--- src/rtl/lps_pkg.sv ---
package lps_pkg;

   typedef enum logic [2:0] {
      ST_IDLE,
      ST_SETUP,
      ST_LOW,
      ST_HIGH,
      ST_CLR,
      ST_GAP
   } lps_state_e;

   typedef struct packed {
      logic sclk;
      logic oe;
      logic clr;
      logic hold;
   } lps_pins_t;

   localparam lps_pins_t PINS_IDLE = '{sclk: 1'b1, oe: 1'b0, clr: 1'b0, hold: 1'b0};

   function automatic lps_pins_t pins_of(lps_state_e s);
      lps_pins_t p;
      p.sclk = (s != ST_LOW);
      p.oe   = (s == ST_SETUP) || (s == ST_LOW) || (s == ST_HIGH);
      p.clr  = (s == ST_CLR);
      p.hold = (s != ST_IDLE);
      return p;
   endfunction

endpackage

--- src/rtl/lps_sync.sv ---
module lps_sync #(
   parameter int STAGES = 2
) (
   input  logic clk,
   input  logic rst_n,
   input  logic d,
   output logic q
);
   generate
      if (STAGES == 0) begin : g_bypass
         assign q = d;
      end else begin : g_chain
         logic [STAGES-1:0] r;
         always_ff @(posedge clk) begin
            if (!rst_n) begin
               r <= '0;
            end else begin
               r[0] <= d;
               for (int i = 1; i < STAGES; i++) r[i] <= r[i-1];
            end
         end
         assign q = r[STAGES-1];
      end
   endgenerate
endmodule

--- src/rtl/lps_halftimer.sv ---
module lps_halftimer #(
   parameter int HALF_CYC = 4
) (
   input  logic clk,
   input  logic rst_n,
   input  logic restart,
   output logic expired
);
   localparam int CW = (HALF_CYC > 1) ? $clog2(HALF_CYC) : 1;
   localparam logic [CW-1:0] RELOAD = CW'(HALF_CYC - 1);

   logic [CW-1:0] cnt;

   always_ff @(posedge clk) begin
      if (!rst_n)             cnt <= '0;
      else if (restart)       cnt <= RELOAD;
      else if (cnt != '0)     cnt <= cnt - 1'b1;
   end

   assign expired = (cnt == '0);
endmodule

--- src/rtl/lps_piso.sv ---
module lps_piso #(
   parameter int W = 8
) (
   input  logic         clk,
   input  logic         rst_n,
   input  logic         load,
   input  logic         shift,
   input  logic [W-1:0] din,
   output logic         msb
);
   logic [W-1:0] r;

   always_ff @(posedge clk) begin
      if (!rst_n)      r <= '0;
      else if (load)   r <= din;
      else if (shift)  r <= {r[W-2:0], 1'b0};
   end

   assign msb = r[W-1];
endmodule

--- src/rtl/latch_paced_shifter.sv ---
module latch_paced_shifter
   import lps_pkg::*;
#(
   parameter int DATA_W      = 8,
   parameter int HALF_CYC    = 4,
   parameter int SYNC_STAGES = 2
) (
   input  logic              clk,
   input  logic              rst_n,
   input  logic              q_empty,
   input  logic [DATA_W-1:0] q_data,
   output logic              q_pop,
   output logic              sdo,
   output logic              sdo_oe,
   output logic              sclk,
   input  logic              host_ready,
   output logic              latch_clr,
   output logic              rx_hold
);
   localparam int IDX_W = (DATA_W > 2) ? $clog2(DATA_W) : 1;
   localparam logic [IDX_W-1:0] LAST_IDX = IDX_W'(DATA_W - 1);

   generate
      if (DATA_W < 2) begin : g_bad_width
         $error("DATA_W must be at least 2");
      end
      if (HALF_CYC < 1) begin : g_bad_half
         $error("HALF_CYC must be at least 1");
      end
      if (2 * HALF_CYC < SYNC_STAGES + 1) begin : g_bad_gap
         $error("clear pulse plus gap too short for the ready synchronizer");
      end
   endgenerate

   lps_state_e     st_q, st_d;
   lps_pins_t      pins_q;
   logic           ready_s;
   logic           expired;
   logic           shift_en;
   logic           msb;
   logic [IDX_W-1:0] bit_idx;

   lps_sync #(.STAGES(SYNC_STAGES)) u_sync (
      .clk   (clk),
      .rst_n (rst_n),
      .d     (host_ready),
      .q     (ready_s)
   );

   lps_halftimer #(.HALF_CYC(HALF_CYC)) u_timer (
      .clk     (clk),
      .rst_n   (rst_n),
      .restart (st_d != st_q),
      .expired (expired)
   );

   lps_piso #(.W(DATA_W)) u_piso (
      .clk   (clk),
      .rst_n (rst_n),
      .load  (q_pop),
      .shift (shift_en),
      .din   (q_data),
      .msb   (msb)
   );

   assign q_pop = (st_q == ST_IDLE) && !q_empty && ready_s;

   always_comb begin
      st_d     = st_q;
      shift_en = 1'b0;
      case (st_q)
         ST_IDLE:  if (q_pop)   st_d = ST_SETUP;
         ST_SETUP: if (expired) st_d = ST_LOW;
         ST_LOW:   if (expired) st_d = ST_HIGH;
         ST_HIGH: begin
            if (expired) begin
               if (bit_idx == LAST_IDX) begin
                  st_d = ST_CLR;
               end else begin
                  st_d     = ST_SETUP;
                  shift_en = 1'b1;
               end
            end
         end
         ST_CLR:   if (expired) st_d = ST_GAP;
         ST_GAP:   if (expired) st_d = ST_IDLE;
         default:  st_d = ST_IDLE;
      endcase
   end

   always_ff @(posedge clk) begin
      if (!rst_n) begin
         st_q    <= ST_IDLE;
         pins_q  <= PINS_IDLE;
         bit_idx <= '0;
      end else begin
         st_q   <= st_d;
         pins_q <= pins_of(st_d);
         if (q_pop)         bit_idx <= '0;
         else if (shift_en) bit_idx <= bit_idx + 1'b1;
      end
   end

   assign sclk      = pins_q.sclk;
   assign sdo_oe    = pins_q.oe;
   assign latch_clr = pins_q.clr;
   assign rx_hold   = pins_q.hold;
   assign sdo       = pins_q.oe & msb;

endmodule

--- config.mk ---
export PLATFORM = sky130hd
export DESIGN_NAME = latch_paced_shifter
export DESIGN_NICKNAME = d
export VERILOG_FILES = /design/src/rtl/lps_pkg.sv /design/src/rtl/lps_sync.sv /design/src/rtl/lps_halftimer.sv /design/src/rtl/lps_piso.sv /design/src/rtl/latch_paced_shifter.sv
export SDC_FILE = /design/constraint.sdc
export NUM_CORES = 1
export LEC_CHECK = 0
export BUFFER_PORTS_ARGS = -buffer_cell sky130_fd_sc_hd__buf_2
export CORE_MARGIN = 2
export CORE_UTILIZATION = 31
export DETAILED_ROUTE_END_ITERATION = 12
export PLACE_DENSITY_LB_ADDON = 0.2
export SLEW_MARGIN = 40
export SYNTH_ARGS = -nofsm -noshare
export SYNTH_HDL_FRONTEND = slang
export SYNTH_SLANG_ARGS = --single-unit
--- constraint.sdc ---
create_clock -name clk -period 2.11 [get_ports clk]
set_clock_uncertainty 0.2 [all_clocks]
set_input_delay 0.211 -clock clk [delete_from_list [all_inputs] [get_ports clk]]
set_output_delay 0.211 -clock clk [all_outputs]
set_load 0.005 [all_outputs]
Word-level counts from Yosys, hierarchy flattened

Index checks and enable logic that the tools add are counted.

Equal/unequal tests: 12
$add $sub $neg: 2
Mux-type cells: 15
Reduce and logical (&&, ||, !) cells: 12
Bitwise operators: 2

Operators with widths:

| operator            | count |
|---|---|
| $mux 3              | 7 |
| $pmux 3 s6          | 1 |
| $mux 8              | 2 |
| $eq 3x2->1 const B  | 4 |
| $eq 3x3->1 const B  | 4 |
| $eq 3x1->1 const B  | 2 |
| $reduce_bool 2->1   | 3 |
| $mux 2              | 2 |
| $add 3x1->3 const B | 1 |
| $logic_not 3->1     | 1 |
| $mux 1              | 3 |
| $ne 3x2->1 const B  | 1 |
| $ne 3x3->1          | 1 |
| $reduce_bool 3->1   | 1 |
| $logic_and 1x1->1   | 2 |
| $logic_not 2->1     | 1 |
| $logic_or 1x1->1    | 2 |
| $reduce_or 2->1     | 1 |
| $sub 2x1->2 const B | 1 |
| $and 1x1->1         | 1 |
| $logic_not 1->1     | 1 |
| $not 1->1           | 1 |

Logic and storage cells: 52
Output and inout port bits: 6
Bits of input ports: 12
Register bits: 22

Depth between registers and ports, before layout

Gate-level depths: netlist of run 1.

Depth in word-level cells: 8
Gate-level depth with buffers: 8
Mapped depth without buffers: 6

Modules after synthesis

From an unflattened synthesis of run 1, not the netlist that was laid out.

Cells, all modules: 106
Area total of the unflattened synthesis: 1119.8 um^2

By module, submodules not included:

| module              | times used | seq. area each (um^2) | area each (um^2) | cells each |
|---|---|---|---|---|
| latch_paced_shifter | 1          | 200.2                 | 554.3            | 58 |
| lps_piso            | 1          | 160.2                 | 419.2            | 35 |
| lps_halftimer       | 1          | 40.0                  | 93.8             | 9 |
| lps_sync            | 1          | 40.0                  | 52.6             | 4 |

Worst setup path before layout of run 1

OpenSTA, ideal clock, no wires.

Path kind: reg2reg
From: register u_timer.cnt[0]
To: register u_piso.r[0]
Buffers on the path: 2
Setup slack: 435 ps
Arrival time: 1405 ps
Setup time: 70 ps
Stages on the path, launching flop included: 9
Data required time: 1840 ps
Cell sequence: dfxtp_1 > inv_1 > ha_1 > buf_2 > nand4b_1 > nand2b_1 > clkbuf_1 > nand3_1 > a21boi_1

Longest elaborated chain between the ends: 4

RTL lines:

| what                        | line                      | RTL |
|---|---|---|
| start, declared             | lps_halftimer.sv:12       | `logic [CW-1:0] cnt;` |
| start signal, assigned      | lps_halftimer.sv:17       | `else if (cnt != '0) cnt <= cnt - 1'b1;` |
| $logic_not 2->1             | lps_halftimer.sv:20       | `assign expired = (cnt == '0);` |
| $mux 1                      | latch_paced_shifter.sv:76 | `if (expired) begin` |
| $mux 1                      | latch_paced_shifter.sv:71 | `case (st_q)` |
| $reduce_bool 2->1 (no line) | -                         |  |
| end signal, assigned        | lps_piso.sv:15            | `else if (load) r <= din;` |
| end signal, assigned        | lps_piso.sv:16            | `else if (shift) r <= {r[W-2:0], 1'b0};` |
| end, declared               | lps_piso.sv:11            | `logic [W-1:0] r;` |

No other way between the ends.
A chain may end at the register's enable or synchronous reset.

Worst setup path after layout of run 1

From: register st_q[0]
To: output port q_pop

Longest elaborated chain between the ends: 3

RTL lines:

| what                           | line                      | RTL |
|---|---|---|
| start, declared                | latch_paced_shifter.sv:35 | `lps_state_e st_q, st_d;` |
| start signal, assigned         | latch_paced_shifter.sv:97 | `st_q <= st_d;` |
| $logic_not 3->1                | latch_paced_shifter.sv:66 | `assign q_pop = (st_q == ST_IDLE) && !q_empty && ready_s;` |
| $logic_and 1x1->1 (2 in a row) | latch_paced_shifter.sv:66 |  |
| end, declared                  | latch_paced_shifter.sv:12 | `output logic q_pop,` |

No other way between the ends.

==> results.cfg, run 1 <==
[worst_setup_path]
rrSetupSlack_ps = 270
path_class = register to output port
crit_path_end_kind = output port
reg2reg_from = u_timer.cnt[0]$_SDFFE_PN0P_
critPathLaunchType = register
path_max_fanout = 19
r2r-end = rx_hold$_SDFF_PN0_
cp.arrival_ps = 1600
required_ps = 1700
r2r_cells = 6

[routing]
detail-route-antenna-nets = 0
viasPerCell = 4.79
drt-pass1-iter-count = 4
via_count = 790
drc = 0
drt_iter0_drc = 14
wl_um = 1780
detail_route.wl_per_cell_um = 10.8

[cells_and_area]
fin_nets = 148
num_antenna_cells = 0
drive_gt1_share_pct = 19.7
syn_to_final_growth_pct = 20.2
fillCellCount = 314
finalCoreUtilization_pct = 38.5

[grt]
antenna_found_initial = 0
grt_max_degree = 20
grt_pass1_wl_um = 3110
gr-total-overflow = 0
grt.total_usage_pct = 11.4
grt_pass1_vias = 755

[synth]
netlist-cell-type-count = 30
synthesis.area_um2 = 961
synth_top_area_share_pct = 45.8
yosys_warnings = 0
syn_inst = 112
synth_nets = 127
ys_top_cells_by_area = dfxtp_1 46%, nand2_1 9.0%, a31oi_1 4.6%, o21ai_0 4.2%, ha_1 3.9%
syn_avg_cell_area_um2 = 8.58
synth-seq-cells = 22
ys_seq_area_share_pct = 45.8
synth_top_cell_by_area = dfxtp_1

[pwr]
powerDensity_nw_per_um2 = 882
vdd_ir_drop_max_mv = 0.353
power_leakage_uw = 0.000485

[clocking]
cts_sinks = 22
post_cts_buffers = 0
cts_max_path_buffers = 2
numCtsBuffers = 3
htree_num_levels = 1
clk-insertion-delay-late_ps = 310
clk_pin_slew_worst_paths_ps = 110
tritoncts = yes
cts_root_buf = clkbuf_4

[die]
num_rows = 20
die_width_um = 59.7
dieArea_um2 = 3560
core_um2 = 3000
die_h_um = 59.7
start_util_pct = 32.0
io_pins = 18

[sta]
slew_headroom_pct = 72.1
tightest_slew_ps = 419
fin_crit_ps = 2010
final_max_slew_viol_count = 0
finalHoldViolCount = 0
period_share_pct = 95.1
rsz0062_at_grt = false
max_freq_ghz = 0.498
finalSetupViolations = 0
setup_tns_ps = 0

[worst_hold_path]
whs_path_depth = 3
hold_start = q_data[4]
hold_path.class = input pin to register
hold_end = u_piso.r[4]$_SDFFE_PN0P_

[placement]
dp_hpwl_um = 1230
gp_congestion = 0.779
port-buffer-count = 17

[run_status]
outcome = completed

[flow_run]
maxCapViolCount = 0
## final cells by class
type / count / area [um^2] / area share, %
flip-flops and latches: 22 / 440 / 38.1
repair buffers: 22 / 135 / 11.7
inverters: 6 / 22.5 / 1.95
multi-input cells: 78 / 463 / 40.1
clock inverters: 1 / 30.0 / 2.60
clock buffers: 3 / 22.5 / 1.95
well taps: 33 / 41.3 / 3.58
## worst max path at each step
stage	cells past startpoint	to	from	slack (ps)
CTS	4	q_pop	st_q[2]$_SDFF_PN0_	60
finish	4	q_pop	st_q[0]$_SDFF_PN0_	100
detailed placement	4	u_piso.r[4]$_SDFFE_PN0P_	st_q[0]$_SDFF_PN0_	220
global placement	4	q_pop	st_q[0]$_SDFF_PN0_	260
global route	4	q_pop	st_q[2]$_SDFF_PN0_	20
floorplan	8	u_piso.r[0]$_SDFFE_PN0P_	u_timer.cnt[0]$_SDFFE_PN0P_	430
## worst max-delay path: stages, from the launching register on
cell and delay (ps):
dfxtp_1 360, or2_1 270, or3_4 440, inv_1 100, buf_2 110
## flip-flops by register name, indices dropped and copies added (netlist names)
signal / cells
bit_idx: 3
st_q: 3
u_piso.r: 8
sclk: 1
sdo_oe: 1
u_sync.g_chain.r: 2
u_timer.cnt: 2
rx_hold: 1
latch_clr: 1
## kinds of logic after synthesis
kind of cell               synth area share [%]
muxes                                      1.17
buffers and inverters                      6.51
AOI/OAI and AO/OA                          19.7
xor gates and xnor gates                   2.73
and+or+nand+nor                            20.2
adders and majority gates                  3.91
DFF                                        45.8
## synth_stat cells
library cell	instances
a21boi_0	2
a21boi_1	1
a21oi_1	4
a2bb2oi_1	1
a31oi_1	7
and2_1	5
buf_2	2
buf_6	2
clkbuf_1	2
dfxtp_1	22
ha_1	3
inv_1	6
mux2_2	1
nand2_1	23
nand2b_1	2
nand3_1	1
nand4b_1	1
nor2_1	5
nor2_2	1
nor2b_1	2
o2111ai_1	1
o211a_1	1
o21ai_0	8
o21ai_2	2
o2bb2ai_1	1
o31a_1	1
or2_1	1
or3_1	1
xnor2_1	1
xor2_1	2
## stage by stage
| step | setup slack, ps | hold WS [ps] | total power (uW) | area (um^2) | std cells |
|---|---|---|---|---|---|
| 6_report | 103 | 10.2 | 1020 | 1150 | 165 |
| 4_1_cts | 58.3 | 3.54 | 1040 | 1150 | 165 |
| 3_3_place_gp | 259 | 214 | 688 | 1050 | 156 |
| 3_5_place_dp | 222 | 228 | 702 | 1050 | 156 |
| 2_1_floorplan | 435 | 122 | 653 | 961 | 112 |
| 5_1_grt | 16.9 | 16.8 | 1090 | 1150 | 165 |
## cells in the final DEF, fill, tap and decap left out, drive strengths merged, types with 2 or more instances in the layout
| cell type | Yosys | final |
|---|---|---|
| inv | 6 | 6 |
| nor2b | 2 | 2 |
| xor2 | 2 | 2 |
| dlygate4sd3 | 0 | 5 |
| clkbuf | 2 | 3 |
| and2 | 5 | 5 |
| dfxtp | 22 | 22 |
| nand2 | 23 | 23 |
| ha | 3 | 3 |
| buf | 4 | 17 |
| nand2b | 2 | 2 |
| a21boi | 3 | 3 |
| a21oi | 4 | 4 |
| nor2 | 6 | 6 |
| a31oi | 7 | 7 |
| o21ai | 10 | 10 |
## metal layers
layer | vias to the layer above | routed length [um] | track usage (%)
met3 | 2 | 65 | 3.90
met5 | - | 0 | 0
met1 | 357 | 912 | 14.2
met4 | 0 | 10 | 2.86
li1 | 417 | - | -
met2 | 14 | 795 | 18.6
## report_power, final
group	total [uW]	internal, uW	switching, uW	leakage, uW
sequential	475	455	20.0	0.000179
combinational	223	110	113	0.000278
clock	321	192	129	0.0000279
total	1020	757	262	0.000485
## what timing repair did
| action | CTS | global route |
|---|---|---|
| gates resized for setup | 1 | 0 |
| hold endpoints to repair | 5 | 0 |
| setup endpoints to repair | 1 | 1 |
| pin swaps | 0 | 1 |
| hold buffers | 5 | 0 |
Note: power is estimated with default switching activity, not from simulation.
==> inputs of run 2 (changes only) <==
--- a/config.mk
+++ b/config.mk
@@ -5,9 +5,11 @@
 export SDC_FILE = /design/constraint.sdc
 export NUM_CORES = 1
 export LEC_CHECK = 0
+export ABC_AREA = 1
 export BUFFER_PORTS_ARGS = -buffer_cell sky130_fd_sc_hd__buf_2
 export CORE_MARGIN = 2
 export CORE_UTILIZATION = 31
+export CTS_BUF_LIST = sky130_fd_sc_hd__clkbuf_4
 export DETAILED_ROUTE_END_ITERATION = 12
 export PLACE_DENSITY_LB_ADDON = 0.2
 export SLEW_MARGIN = 40
==> results.cfg, run 2 <==
[routing]
detail_route.wl_per_cell_um = 9.20
wl_um = 1910
via_count = 874
drt-pass1-iter-count = 4
drc = 0
detail-route-antenna-nets = 0
viasPerCell = 4.20
drt_iter0_drc = 21

[worst_setup_path]
path_max_fanout = 13
required_ps = 2120
crit_path_end_kind = register
r2r_cells = 8
cp.arrival_ps = 1880
r2r-end = u_piso.r[6]$_SDFFE_PN0P_
critPathLaunchType = register
reg2reg_from = bit_idx[0]$_SDFFE_PP0P_
path_class = register to register
rrSetupSlack_ps = 240

[worst_hold_path]
hold_start = q_data[7]
hold_path.class = input pin to register
hold_end = u_piso.r[7]$_SDFFE_PN0P_
whs_path_depth = 5

[synth]
syn_inst = 138
async_flop_share_pct = 0
synth_top_area_share_pct = 43.4
synth_nets = 153
ys_seq_area_share_pct = 43.4
synth-seq-cells = 22
synth_most_common_cell = nand2_1
ys.flop_type = dfxtp_1
synthesis.area_um2 = 1010
synth_enable_flop_cells = 0
ys_top_cells_by_area = dfxtp_1 43%, nand2_1 16%, inv_1 7.4%, nand3_1 5.9%, nor2_1 5.2%
netlist-cell-type-count = 19
syn_avg_cell_area_um2 = 7.35
synth_top_cell_by_area = dfxtp_1
yosys-top-cells-count = 43 x nand2_1, 22 x dfxtp_1, 20 x inv_1
yosys_warnings = 0

[die]
die_h_um = 61.2
core_um2 = 3080
die_width_um = 61.2
start_util_pct = 33.0
num_rows = 20
dieArea_um2 = 3750
io_pins = 18

[cells_and_area]
num_antenna_cells = 0
finalCoreUtilization_pct = 39.9
largest_reg_flops = 8
final_cell_mix = 43 x nand2_1, 22 x dfxtp_1, 20 x inv_1
layout_commonest_cell = nand2_1
largest_register = u_piso.r
syn_to_final_growth_pct = 21.1
top_regs = u_piso.r (8), bit_idx (3), st_q (3)
drive_gt1_share_pct = 17.1
fin_nets = 180

[placement]
gp_congestion = 0.816
dp_hpwl_um = 1420
post-place-ws_ps = 253
port-buffer-count = 17

[sta]
setup_tns_ps = 0
setup_ws_ps = 236
tightest_slew_ps = 517
max_freq_ghz = 0.534
slew_headroom_pct = 65.5
period_share_pct = 88.8
finalHoldViolCount = 0
finalSetupViolations = 0
final_max_slew_viol_count = 0
rsz0062_at_grt = false
fin_crit_ps = 1870

[pwr]
power_leakage_uw = 0.000630
powerDensity_nw_per_um2 = 701
vdd_ir_drop_max_mv = 0.416

[clocking]
tritoncts = yes
cts_resized = 0
numCtsBuffers = 3
cts_sinks = 22
post_cts_buffers = 0
cts_max_path_buffers = 2
htree_num_levels = 1
clk-insertion-delay-late_ps = 300
cts_root_buf = clkbuf_4
ctsHoldBuffers = 7
clk_pin_slew_worst_paths_ps = 120

[grt]
grt_pass1_wl_um = 3440
antenna_found_initial = 0
grt.total_usage_pct = 12.4
gr-total-overflow = 0
grt_max_degree = 14
grt_pass1_vias = 858

[run_status]
outcome = completed

[flow_run]
maxCapViolCount = 0
## run 2: logic make-up (layout without fill, tap and decap cells)
logic type                 count (synthesis)  after routing  share of synthesized area, %
buffers and inverters                     24             50                          10.4
xor gates and xnor gates                   1              1                         0.863
and+or+nand+nor                           75             75                          34.4
adders and majority gates                  3              3                          3.70
AOI/OAI and AO/OA                         13             13                          7.27
DFF                                       22             22                          43.4
## run 2: worst max path at each step
stage	startpoint	slack [ps]	end	depth (start not counted)
CTS	bit_idx[0]$_SDFFE_PP0P_	210	u_piso.r[7]$_SDFFE_PN0P_	8
global route	u_timer.cnt[0]$_SDFFE_PN0P_	30	u_piso.r[3]$_SDFFE_PN0P_	8
finish	bit_idx[0]$_SDFFE_PP0P_	240	u_piso.r[6]$_SDFFE_PN0P_	8
floorplan	bit_idx[0]$_SDFFE_PP0P_	510	bit_idx[1]$_SDFFE_PP0P_	7
global placement	bit_idx[0]$_SDFFE_PP0P_	270	u_piso.r[7]$_SDFFE_PN0P_	8
detailed placement	bit_idx[0]$_SDFFE_PP0P_	250	u_piso.r[7]$_SDFFE_PN0P_	8
## run 2: per-stage QoR
stage	area (um^2)	hold slack (ps)	instances	total power (uW)
after detailed placement	1130	197	197	679
final	1230	6.06	208	862
after global placement	1130	196	197	674
after floorplan	1010	109	138	632
after global routing	1230	35.5	208	931
after CTS	1230	0.732	208	880
## run 2: cell type report
class | instances | area, um^2
timing repair buffer | 24 | 155
clock inverter | 1 | 3.75
tap | 44 | 55.1
inverter | 22 | 82.6
fill | 341 | 1850
multi-input combinational | 92 | 469
sequential | 22 | 440
clock buffer | 3 | 22.5
## run 2: layer usage
metal  share of wire, %  up-vias  wire, um  GRT usage [%]
met5                  0        -         0              0
met4               0.78        0        15           5.59
met3                3.1        2        60           4.20
met2                 48       13       910           21.1
met1                 48      375       927           14.0
li1                   -      484         -              -
## run 2: worst max-delay path, stage by stage, from the launching register on
cell	delay, ps
dfxtp_1	340
ha_1	200
ha_1	230
nor3_4	470
nor2_4	110
nand2_1	80
nand3_1	60
nand2_1	50
inv_1	30
## run 2: report_power, final
part	switching, uW	internal, uW	total [uW]
clock network	117	68.8	186
registers	18.6	447	466
logic	124	86.3	210
==> inputs of run 3 (changes only) <==
==> constraint.sdc (replaced) <==
create_clock -name clk -period 2.11 [get_ports clk]
set_clock_uncertainty 0.2 [all_clocks]
set_input_delay 0.211 -clock clk [delete_from_list [all_inputs] [get_ports clk]]
set_output_delay 0.211 -clock clk [all_outputs]
set_load 0.1 [all_outputs]
==> results.cfg, run 3 (synthesized netlist as in run 2, its figures left out) <==
[worst_hold_path]
hold_path.class = input pin to register

[routing]
drt_iter0_drc = 22
detail_route.wl_per_cell_um = 8.99
viasPerCell = 4.30
detail-route-antenna-nets = 0
via_count = 898
wl_um = 1880
drc = 0
drt-pass1-iter-count = 4

[cells_and_area]
seq_area_um2 = 440
num_antenna_cells = 0
drive_gt1_share_pct = 17.6
final_cell_mix = 43 x nand2_1, 22 x dfxtp_1, 20 x inv_1
finalCoreUtilization_pct = 40.4
fin_area_um2 = 1240
largest_reg_flops = 8
multi_input_area_um2 = 469
fillCellCount = 326
top_regs = u_piso.r (8), bit_idx (3), st_q (3)
syn_to_final_growth_pct = 22.4
fin_nets = 182
largest_register = u_piso.r
layout_commonest_cell = nand2_1

[worst_setup_path]
path_max_fanout = 7
reg2reg_from = bit_idx[0]$_SDFFE_PP0P_
critPathLaunchType = register
r2r_cells = 8
cp.arrival_ps = 1550
path_class = register to output port
endpoint = q_pop
r2r-end = u_piso.r[5]$_SDFFE_PN0P_
required_ps = 1700
crit_start = st_q[1]$_SDFF_PN0_
crit_path_end_kind = output port
rrSetupSlack_ps = 220

[sta]
finalHoldViolCount = 0
finalSetupViolations = 0
max_freq_ghz = 0.509
tightest_slew_ps = 520
setup_ws_ps = 147
fin_crit_ps = 1960
setup_tns_ps = 0
slew_headroom_pct = 65.2
rsz0062_at_grt = false
whs_ps = 24.5
final_max_slew_viol_count = 0
period_share_pct = 93.0

[pwr]
power_leakage_uw = 0.000638
vdd_ir_drop_max_mv = 0.324
powerDensity_nw_per_um2 = 737

[die]
dieArea_um2 = 3750
io_pins = 18
core_um2 = 3080
start_util_pct = 33.0
die_width_um = 61.2
num_rows = 20
die_h_um = 61.2

[clocking]
cts_root_buf = clkbuf_4
tritoncts = yes
clk-insertion-delay-late_ps = 300
cts_max_path_buffers = 2
cts_resized = 0
htree_num_levels = 1
numCtsBuffers = 3
post_cts_buffers = 0
clk_pin_slew_worst_paths_ps = 120
cts_sinks = 22

[grt]
grt.total_usage_pct = 12.3
grt_max_degree = 14
grt_pass1_vias = 820
grt_pass1_wl_um = 3440
antenna_found_initial = 0
gr-total-overflow = 0

[placement]
port-buffer-count = 17
gp_congestion = 0.838
post-place-ws_ps = 237
dp_hpwl_um = 1390
placed_area_um2 = 1140

[flow_run]
maxCapViolCount = 0

[run_status]
outcome = completed
## run 3: changes by cell type in the layout (fill, tap and decap cells not counted)
cell           previous run  this run
buf_4                     0         1
clkinv_1                  1         0
dlygate4sd3_1             7         8
## run 3: worst min path at each step
stage | endpoint | slack [ps] | cells past startpoint | startpoint
floorplan | u_sync.g_chain.r[0]$_SDFF_PN0_ | 110 | 2 | host_ready
global placement | u_sync.g_chain.r[1]$_SDFF_PN0_ | 200 | 2 | u_sync.g_chain.r[0]$_SDFF_PN0_
detailed placement | u_sync.g_chain.r[0]$_SDFF_PN0_ | 200 | 3 | host_ready
CTS | u_piso.r[5]$_SDFFE_PN0P_ | 5 | 5 | q_data[5]
global route | u_timer.cnt[1]$_SDFFE_PN0P_ | 40 | 3 | rst_n
finish | u_piso.r[5]$_SDFFE_PN0P_ | 20 | 5 | q_data[5]
## run 3: stage by stage
step	std cells	total power, uW
3_3_place_gp	198	727
4_1_cts	209	932
3_5_place_dp	198	730
2_1_floorplan	138	684
6_report	209	915
5_1_grt	209	988
## run 3: timing repair
| action | in CTS | in global routing |
|---|---|---|
| hold buffers | 8 | 0 |
| endpoints found under the hold margin | 8 | 0 |
| setup endpoints to repair | 0 | 1 |
## run 3: layer usage
metal | track usage (%) | part of all wire, % | vias to the layer above
li1 | - | - | 488
met1 | 15.8 | 53 | 393
met2 | 19.8 | 43 | 15
met3 | 3.78 | 3.3 | 2
met4 | 3.73 | 0.80 | 0
met5 | 0 | 0 | -
## run 3: area by class of cell
cell class              count  share of cell area (%)
well taps                  44                    4.43
flip-flops and latches     22                    35.4
inverters                  22                    6.65
repair buffers             26                    13.9
clock buffers               3                    1.81
multi-input cells          92                    37.8
## run 3: report_power, final
part | switching [uW] | internal, uW
combinational | 175 | 88.5
sequential | 18.0 | 447
clock | 120 | 66.5
## run 3: worst max-delay path, stage by stage, from the launching register on
cell     delay (ps)
dfxtp_1         410
nor2_2          210
nand3_4         140
inv_2            80
buf_2           420
